--- src/rtl/cvic_pkg.sv ---
`timescale 1ns/1ps
package cvic_pkg;
  typedef enum logic {
    MODE_STRICT = 1'b0,
    MODE_GREEDY = 1'b1
  } sched_mode_e;
endpackage

--- src/rtl/cvic_state_reg.sv ---
`timescale 1ns/1ps
module cvic_state_reg #(
  parameter int W = 7
) (
  input  logic         clk,
  input  logic         rst_n,
  input  logic [W-1:0] cv_i,
  input  logic         fire_i,
  output logic [W-1:0] state_o,
  output logic         free_o
);
  logic [W-1:0] st_q;

  // Advance one cycle: drop the present slot; merge the vector on a start.
  function automatic logic [W-1:0] advance(input logic [W-1:0] st,
                                           input logic [W-1:0] cv,
                                           input logic fire);
    logic [W-1:0] sh;
    sh = st >> 1;
    return fire ? (sh | cv) : sh;
  endfunction

  always_ff @(posedge clk) begin
    if (!rst_n) st_q <= '0;
    else        st_q <= advance(st_q, cv_i, fire_i);
  end

  assign state_o = st_q;
  assign free_o  = ~st_q[0];
endmodule

--- src/rtl/cvic_latency_ctr.sv ---
`timescale 1ns/1ps
module cvic_latency_ctr #(
  parameter int W  = 7,
  parameter int LW = $clog2(W + 2)
) (
  input  logic          clk,
  input  logic          rst_n,
  input  logic          fire_i,
  output logic [LW-1:0] lat_o
);
  localparam logic [LW-1:0] LAT_MAX = LW'(W + 1);
  logic [LW-1:0] cnt_q;

  function automatic logic [LW-1:0] tick(input logic [LW-1:0] c,
                                         input logic fire);
    if (fire)          return LW'(1);
    if (c >= LAT_MAX)  return LAT_MAX;
    return c + LW'(1);
  endfunction

  always_ff @(posedge clk) begin
    if (!rst_n) cnt_q <= LAT_MAX;
    else        cnt_q <= tick(cnt_q, fire_i);
  end

  assign lat_o = cnt_q;
endmodule

--- src/rtl/cvic_admit.sv ---
`timescale 1ns/1ps
module cvic_admit
  import cvic_pkg::*;
(
  input  logic        clk,
  input  logic        rst_n,
  input  sched_mode_e mode_i,
  input  logic        req_i,
  input  logic        free_i,
  output logic        fire_o,
  output logic        pend_o
);
  logic pend_q;
  logic want;

  always_comb begin
    want   = req_i | ((mode_i == MODE_GREEDY) & pend_q);
    fire_o = want & free_i;
  end

  always_ff @(posedge clk) begin
    if (!rst_n) pend_q <= 1'b0;
    else        pend_q <= (mode_i == MODE_GREEDY) & want & ~fire_o;
  end

  assign pend_o = pend_q;
endmodule

--- src/rtl/cvic_ctrl.sv ---
`timescale 1ns/1ps
module cvic_ctrl
  import cvic_pkg::*;
#(
  parameter int CV_W  = 7,
  parameter int LAT_W = $clog2(CV_W + 2)
) (
  input  logic             clk,
  input  logic             rst_n,
  input  logic [CV_W-1:0]  cv_i,
  input  logic             greedy_i,
  input  logic             req_i,
  output logic             grant_o,
  output logic             allow_o,
  output logic [CV_W-1:0]  state_o,
  output logic [LAT_W-1:0] latency_o
);
  sched_mode_e mode_w;
  logic        free_w;
  logic        fire_w;
  logic        pend_w;

  assign mode_w = greedy_i ? MODE_GREEDY : MODE_STRICT;

  cvic_state_reg #(.W(CV_W)) u_state (
    .clk(clk), .rst_n(rst_n), .cv_i(cv_i), .fire_i(fire_w),
    .state_o(state_o), .free_o(free_w)
  );

  cvic_admit u_admit (
    .clk(clk), .rst_n(rst_n), .mode_i(mode_w), .req_i(req_i),
    .free_i(free_w), .fire_o(fire_w), .pend_o(pend_w)
  );

  cvic_latency_ctr #(.W(CV_W), .LW(LAT_W)) u_lat (
    .clk(clk), .rst_n(rst_n), .fire_i(fire_w), .lat_o(latency_o)
  );

  assign grant_o = fire_w;
  assign allow_o = free_w;
endmodule

--- config.mk ---
export PLATFORM = sky130hd
export DESIGN_NAME = cvic_ctrl
export DESIGN_NICKNAME = d
export VERILOG_FILES = /design/src/rtl/cvic_pkg.sv /design/src/rtl/cvic_state_reg.sv /design/src/rtl/cvic_latency_ctr.sv /design/src/rtl/cvic_admit.sv /design/src/rtl/cvic_ctrl.sv
export SDC_FILE = /design/constraint.sdc
export NUM_CORES = 1
export LEC_CHECK = 0
export BUFFER_PORTS_ARGS = -buffer_cell sky130_fd_sc_hd__buf_2
export CORE_AREA = 2 2 39 41
export DETAILED_ROUTE_END_ITERATION = 6
export DIE_AREA = 0 0 41 43
export PLACE_DENSITY_LB_ADDON = 0.2
export SLEW_MARGIN = 15
export SYNTH_ARGS = -nofsm -noshare
export SYNTH_HDL_FRONTEND = slang
export SYNTH_HIERARCHICAL = 1
export SYNTH_SLANG_ARGS = --single-unit
--- constraint.sdc ---
create_clock -name clk -period 3.4 [get_ports clk]
set_clock_uncertainty 0.1 [all_clocks]
set_input_delay 0.68 -clock clk [delete_from_list [all_inputs] [get_ports clk]]
set_output_delay 0.68 -clock clk [all_outputs]
set_load 0.01 [all_outputs]
==> results of run 1 <==
[synth_stat cells]
| cell type | count | area, sq um |
|---|---|---|
| a21oi_1 | 7 | 35.0 |
| a31oi_1 | 1 | 6.26 |
| and3_2 | 1 | 7.51 |
| dfxtp_1 | 12 | 240 |
| ha_1 | 2 | 25.0 |
| inv_1 | 3 | 11.3 |
| nand2_1 | 1 | 3.75 |
| nor2_1 | 2 | 7.51 |
| nor2b_1 | 7 | 43.8 |
| nor3_2 | 1 | 10.0 |
| nor4b_2 | 1 | 15.0 |
| nor4bb_1 | 1 | 10.0 |
| o21a_1 | 1 | 7.51 |
| o21ai_0 | 1 | 5.00 |
| xnor2_1 | 1 | 8.76 |
[flip-flops by register name, summed over array words and instances (netlist names)]
signal and flops:
u_state/state_o 7, u_lat/lat_o 4, u_admit/pend_o 1
[logic make-up after synthesis]
| kind of cell | Yosys count |
|---|---|
| buffers and inverters | 3 |
| xor gates and xnor gates | 1 |
| and+or+nand+nor | 14 |
| DFF | 12 |
| adders and majority gates | 2 |
| AOI/OAI and AO/OA | 10 |
[cell type report]
class / count / share of cell area
Clock buffer: 3 / 0.0374
Inverter: 3 / 0.0187
Multi-Input combinational cell: 27 / 0.308
Sequential cell: 12 / 0.399
Tap cell: 16 / 0.0333
Timing Repair Buffer: 24 / 0.204
[per-layer routing]
metal  part of all wire  global-route usage  up-vias
met5                  0                   0        -
met2               0.43               0.134       17
met3              0.097              0.0628        0
li1                   -                   -      196
met4                  0              0.0800        0
met1               0.47               0.149      174
[where the power goes]
part | switching (mW) | total (mW) | internal (mW)
sequential | 0.00524 | 0.154 | 0.149
combinational | 0.0206 | 0.0405 | 0.0199
clock | 0.0427 | 0.0837 | 0.0409
[critical path: stages]
cell	delay, ps
buf_2	100
a21oi_1	130
nor2b_1	60
buf_4	170
buf_2	140
[worst max-delay path by stage]
stage                  start  endpoint  depth (start not counted)
floorplan           greedy_i   grant_o                          2
global placement    greedy_i   grant_o                          5
detailed placement  greedy_i   grant_o                          5
CTS                 greedy_i   grant_o                          5
global route        greedy_i   grant_o                          5
finish              greedy_i   grant_o                          5
[metrics by stage]
step           setup slack (ps)   util  cell area, sq um  power (mW)
3_5_place_dp               1330  0.419               579       0.198
2_1_floorplan              1360      -               437       0.177
3_3_place_gp               1330  0.419               579       0.197
5_1_grt                    1280  0.435               602       0.297
6_report                   1330  0.435               602       0.278
4_1_cts                    1330  0.435               602       0.284
==> metrics, run 1 <==
CTS max path bufs 2; first-pass GRT wire length 1260 um; relative slew slack 0.861; R2R setup slack 2240 ps; critical path required time 2620 ps; status completed; Final min period 2070 ps; Final period util 0.608; DR vias/cell 4.55; r2r worst-path depth 3; post_cts resized 0; crit path kind in2out; worst-margin pin slew 209 ps; Hold Vio Cnt, Final 0; Post CTS Setup Buffer Count 0; Hold WS 379 ps; Synth Area in Compound Gates 0.123; grt ovf 0; Worst Path Arrival 1290 ps; largest net degree at the start of global routing 13; Die Height 43 um; initial antenna violation count 0; area of the multi-input gates 185 sq um; Avg Synthesized Cell Area 10.4 sq um; core area 1380 sq um; Detailed Place HPWL 593 um; P&R area growth vs syn 37.8%; IO Port Bufs 23; #FFs+latches synth 12; hold worst-path end u_admit/pend_o; Routed Antenna Nets 0; vias in the first global route 309; Startpoint Class input pin; r2r endpoint u_lat/lat_o[1]; synth warn 6; die area 1760 sq um; post-synthesis net count 55; crit end category output pin; RSZ-0062 raised after global routing no; Pre-Repair DR Iteration Count 3; Reg area 240 sq um; worst skew pair latency 270 ps; worst hold path type reg2reg; max-slew violation count 0; Pwr Density 462 nW/um^2; Placer Congestion 0.562; hold-fix buffer count after cts 0; initial drt markers 6; max cap viols 0; Post-Synth XOR/XNOR Area 0.0201; Boundary Pins 24; FMAX 484 MHz; Placed Cells 82; WL final 853 um; DRC 0; Hold Path Cell Cnt 2; Worst VDD drop 186 uV; most frequent cells in the layout buf_2, dfxtp_1, a21oi_1, nor2b_1; DR vias 387; Synth Area in Simple Gates 0.223; start of the worst register-to-register path u_lat/lat_o[0]; Pleak 0.287 nW; Horiz. Die Dim 41 um; CTS tree built; fin nets 84; number of fill cells 138; wire length per cell 10.0 um; Cell variety after synth 15; starting density of the core 0.316; Mapped Area 437 sq um; mux contribution to synthesized area 0; ant diodes 0; clk root buf clkbuf_4; clk sink count 12; row count 14; H-Tree Depth 1; register area share after synthesis 0.550; Inserted Clock Buffers 3; min-delay src u_state/state_o[0]; Total GRT Usage 0.114; TNS Setup 0 ps; Cells after Synth 42; commonest non-fill, non-tap cell in the layout buf_2; post-synthesis adder-cell area fraction 0.0573; CP Max Fanout 12; Worst-path clk slew 70 ps; main combinational cell family by area after synthesis simple AND/OR/NAND/NOR gates; Setup-failing EPs final 0; Non-Filler Instances 85; share of layout cells above drive strength 1 0.435
Power figures use the tool's default switching activity.
==> inputs of run 2 (changes only) <==
--- a/config.mk
+++ b/config.mk
@@ -5,10 +5,11 @@
 export SDC_FILE = /design/constraint.sdc
 export NUM_CORES = 1
 export LEC_CHECK = 0
+export ABC_AREA = 1
 export BUFFER_PORTS_ARGS = -buffer_cell sky130_fd_sc_hd__buf_2
-export CORE_AREA = 2 2 39 41
+export CORE_MARGIN = 2
+export CORE_UTILIZATION = 34
 export DETAILED_ROUTE_END_ITERATION = 6
-export DIE_AREA = 0 0 41 43
 export PLACE_DENSITY_LB_ADDON = 0.2
 export SLEW_MARGIN = 15
 export SYNTH_ARGS = -nofsm -noshare
==> constraint.sdc (replaced) <==
create_clock -name clk -period 2 [get_ports clk]
set_clock_uncertainty 0.1 [all_clocks]
set_input_delay 0.4 -clock clk [delete_from_list [all_inputs] [get_ports clk]]
set_output_delay 0.4 -clock clk [all_outputs]
set_load 0.01 [all_outputs]
==> run 2 against run 1 <==
  * Clock-buffer cell count grew 1
  * Non-clock buffer count shrank 1
  * Cell count grew 18%
  * Flip-flop and latch count is the same
  * First-iteration DRC count shrank 100%
  * Utilization grew 5.2 points
  * Sequential power grew 71%
  * Worst setup slack lost 1100 ps
  * Largest cell class unchanged
==> metrics, run 2 <==
status completed; vias in the first global route 313 (+1.3%); Total GRT Usage 0.120 (+0.00643); Horiz. Die Dim 41.0 um (-0.12%); area post-placement 587 sq um (+1.3%); largest net degree at the start of global routing 17 (+4); max-slew violation count 0 (unchanged); clk sink count 12 (unchanged); starting density of the core 0.361 (+0.0457); core area 1280 sq um (-7.1%); first-pass GRT wire length 1260 um (-0.55%); top post-synthesis cells by area dfxtp_1, nand2_1, nand3_1, inv_1, nor2_1; relative slew slack 0.729 (-0.131); H-Tree Depth 1 (unchanged); post-synthesis adder-cell area fraction 0.0539 (-0.00340); mux contribution to synthesized area 0 (unchanged); Worst-path clk slew 70 ps (about the same); Placer Congestion 0.610 (+8.5%); max cap viols 0 (unchanged); synth warn 6 (unchanged); Finished Cell Area 626 sq um (+4.0%); Routed Antenna Nets 0 (unchanged); max reg flops 7 (unchanged); DR vias/cell 4.15 (-8.9%); Final period util 0.868; RSZ-0062 raised after global routing no; Boundary Pins 24 (unchanged); register area share after synthesis 0.518 (-0.0326); commonest non-fill, non-tap cell in the layout buf_2; row count 13 (-1); R2R setup slack 790 ps (-1450 ps); Pre-Repair DR Iteration Count 1 (-2); IO Port Bufs 23 (unchanged); die area 1680 sq um (-4.9%); most numerous cell in the Yosys netlist nand2_1; Synth Area in Compound Gates 0.0108 (-0.112); critical path required time 1500 ps (-1120 ps); Hold Vio Cnt, Final 0 (unchanged); Pleak 0.351 nW (+23%); DR vias 415 (+7.2%); Cell variety after synth 12 (-3); Final min period 1740 ps; CP Max Fanout 10 (-2); CTS max path bufs 2 (unchanged); Die Height 41.0 um (-4.8%); Synth Area in Simple Gates 0.310 (+0.0865); clk root buf clkbuf_4; #FFs+latches synth 12 (unchanged); crit path kind reg2out; worst skew pair latency 260 ps (about the same); post-synthesis net count 72 (+31%); top-area cell type share of the netlist area 0.518 (-0.0326); fin nets 99 (+18%); worst-margin pin slew 406 ps (+197 ps); synth cell count leaders nand2_1, dfxtp_1, inv_1, nand3_1, nor2_1; P&R area growth vs syn 34.8%; Post-synth ARST share 0 (unchanged); TNS Setup 0 ps (unchanged); number of flops mapped to enable cells by yosys 0 (unchanged); post-synth top area cell dfxtp_1; r2r worst-path depth 6 (+3); Startpoint Class flip-flop; number of fill cells 131 (-5.1%); grt ovf 0 (unchanged); most frequent cells in the layout buf_2, nand2_1, dfxtp_1; Worst Path Arrival 1240 ps (-50 ps); Hold Path Cell Cnt 3 (+1); area of the multi-input gates 185 sq um (unchanged); initial drt markers 0 (-6); worst hold path type in2reg; Avg Synthesized Cell Area 7.87 sq um (-24%); wire length per cell 8.32 um (-17%); crit end category output pin; share of layout cells above drive strength 1 0.376 (-0.0583); Post-Synth XOR/XNOR Area 0.0189 (-0.00119); ant diodes 0 (unchanged); DRC 0 (unchanged); Inserted Clock Buffers 3 (unchanged); commonest register cell after synthesis dfxtp_1; Detailed Place HPWL 635 um (+7.1%); main combinational cell family by area after synthesis simple AND/OR/NAND/NOR gates; Worst VDD drop 477 uV (+160%); WL final 832 um (-2.5%); Mapped Area 464 sq um (+6.3%); FMAX 576 MHz; Reg area 240 sq um (unchanged); CTS tree built; Cells after Synth 59 (+40%); initial antenna violation count 0 (unchanged); Setup-failing EPs final 0 (unchanged); Post CTS Setup Buffer Count 0 (unchanged); Pwr Density 841 nW/um^2 (+82%)
-- run 2: cell types whose count changed in the layout (fill, tap and decap cells not counted), sizes merged, moves of 5 or more --
cell   previous run  this run
a21oi             7         1
inv               3         8
nand2             1        18
nand3             0         7
nor2              2         9
nor2b             7         0
-- run 2: layout make-up --
type                            instances  share of cell area
Sequential cell                        12               0.384
Multi-Input combinational cell         38               0.296
Timing Repair Buffer                   23               0.184
Clock buffer                            4              0.0580
Inverter                                8              0.0480
Tap cell                               15              0.0300
-- run 2: what timing repair did --
action,in CTS,in global routing
endpoints found under the setup margin,0,1
hold buffers,0,0
resized for setup,0,1
-- run 2: cell families after synthesis --
family | Yosys count
AOI/OAI and AO/OA | 1
adders and majority gates | 2
xor gates and xnor gates | 1
and+or+nand+nor | 34
DFF | 12
buffers and inverters | 9
-- run 2: per-layer routing --
layer  routed length [um]  GRT usage  vias to the layer above
met4                   13      0.100                        0
met1                  362      0.131                      170
met2                  383      0.191                       14
met3                   72     0.0326                        2
li1                     -          -                      229
met5                    0          0                        -
-- run 2: report_power, final --
part	internal, mW	total [mW]	switching [mW]
Sequential	0.255	0.263	0.00875
Combinational	0.0314	0.0746	0.0433
Clock	0.110	0.188	0.0774
Total	0.396	0.526	0.129
-- run 2: worst paths after layout --
kind | end | from
worst min-delay path | u_state/state_o[3] | cv_i[3]
worst max register to register | u_lat/lat_o[3] | u_state/state_o[0]
worst max-delay path | grant_o | u_state/state_o[0]
worst min register to register | u_state/state_o[1] | u_state/state_o[2]
-- run 2: worst max-delay path: stages (launching register included) --
cell,delay [ps]
dfxtp_1,310
inv_1,60
inv_1,50
nor2_2,340
buf_2,210
-- run 2: metrics by stage --
step,power [mW],hold WS [ps],util,instances,setup WS [ps]
4_1_cts,0.535,226,0.485,100,17.1
6_report,0.526,236,0.487,100,264
3_3_place_gp,0.343,326,0.457,96,190
3_5_place_dp,0.344,330,0.457,96,162
5_1_grt,0.558,237,0.487,100,132
2_1_floorplan,0.311,343,-,59,514
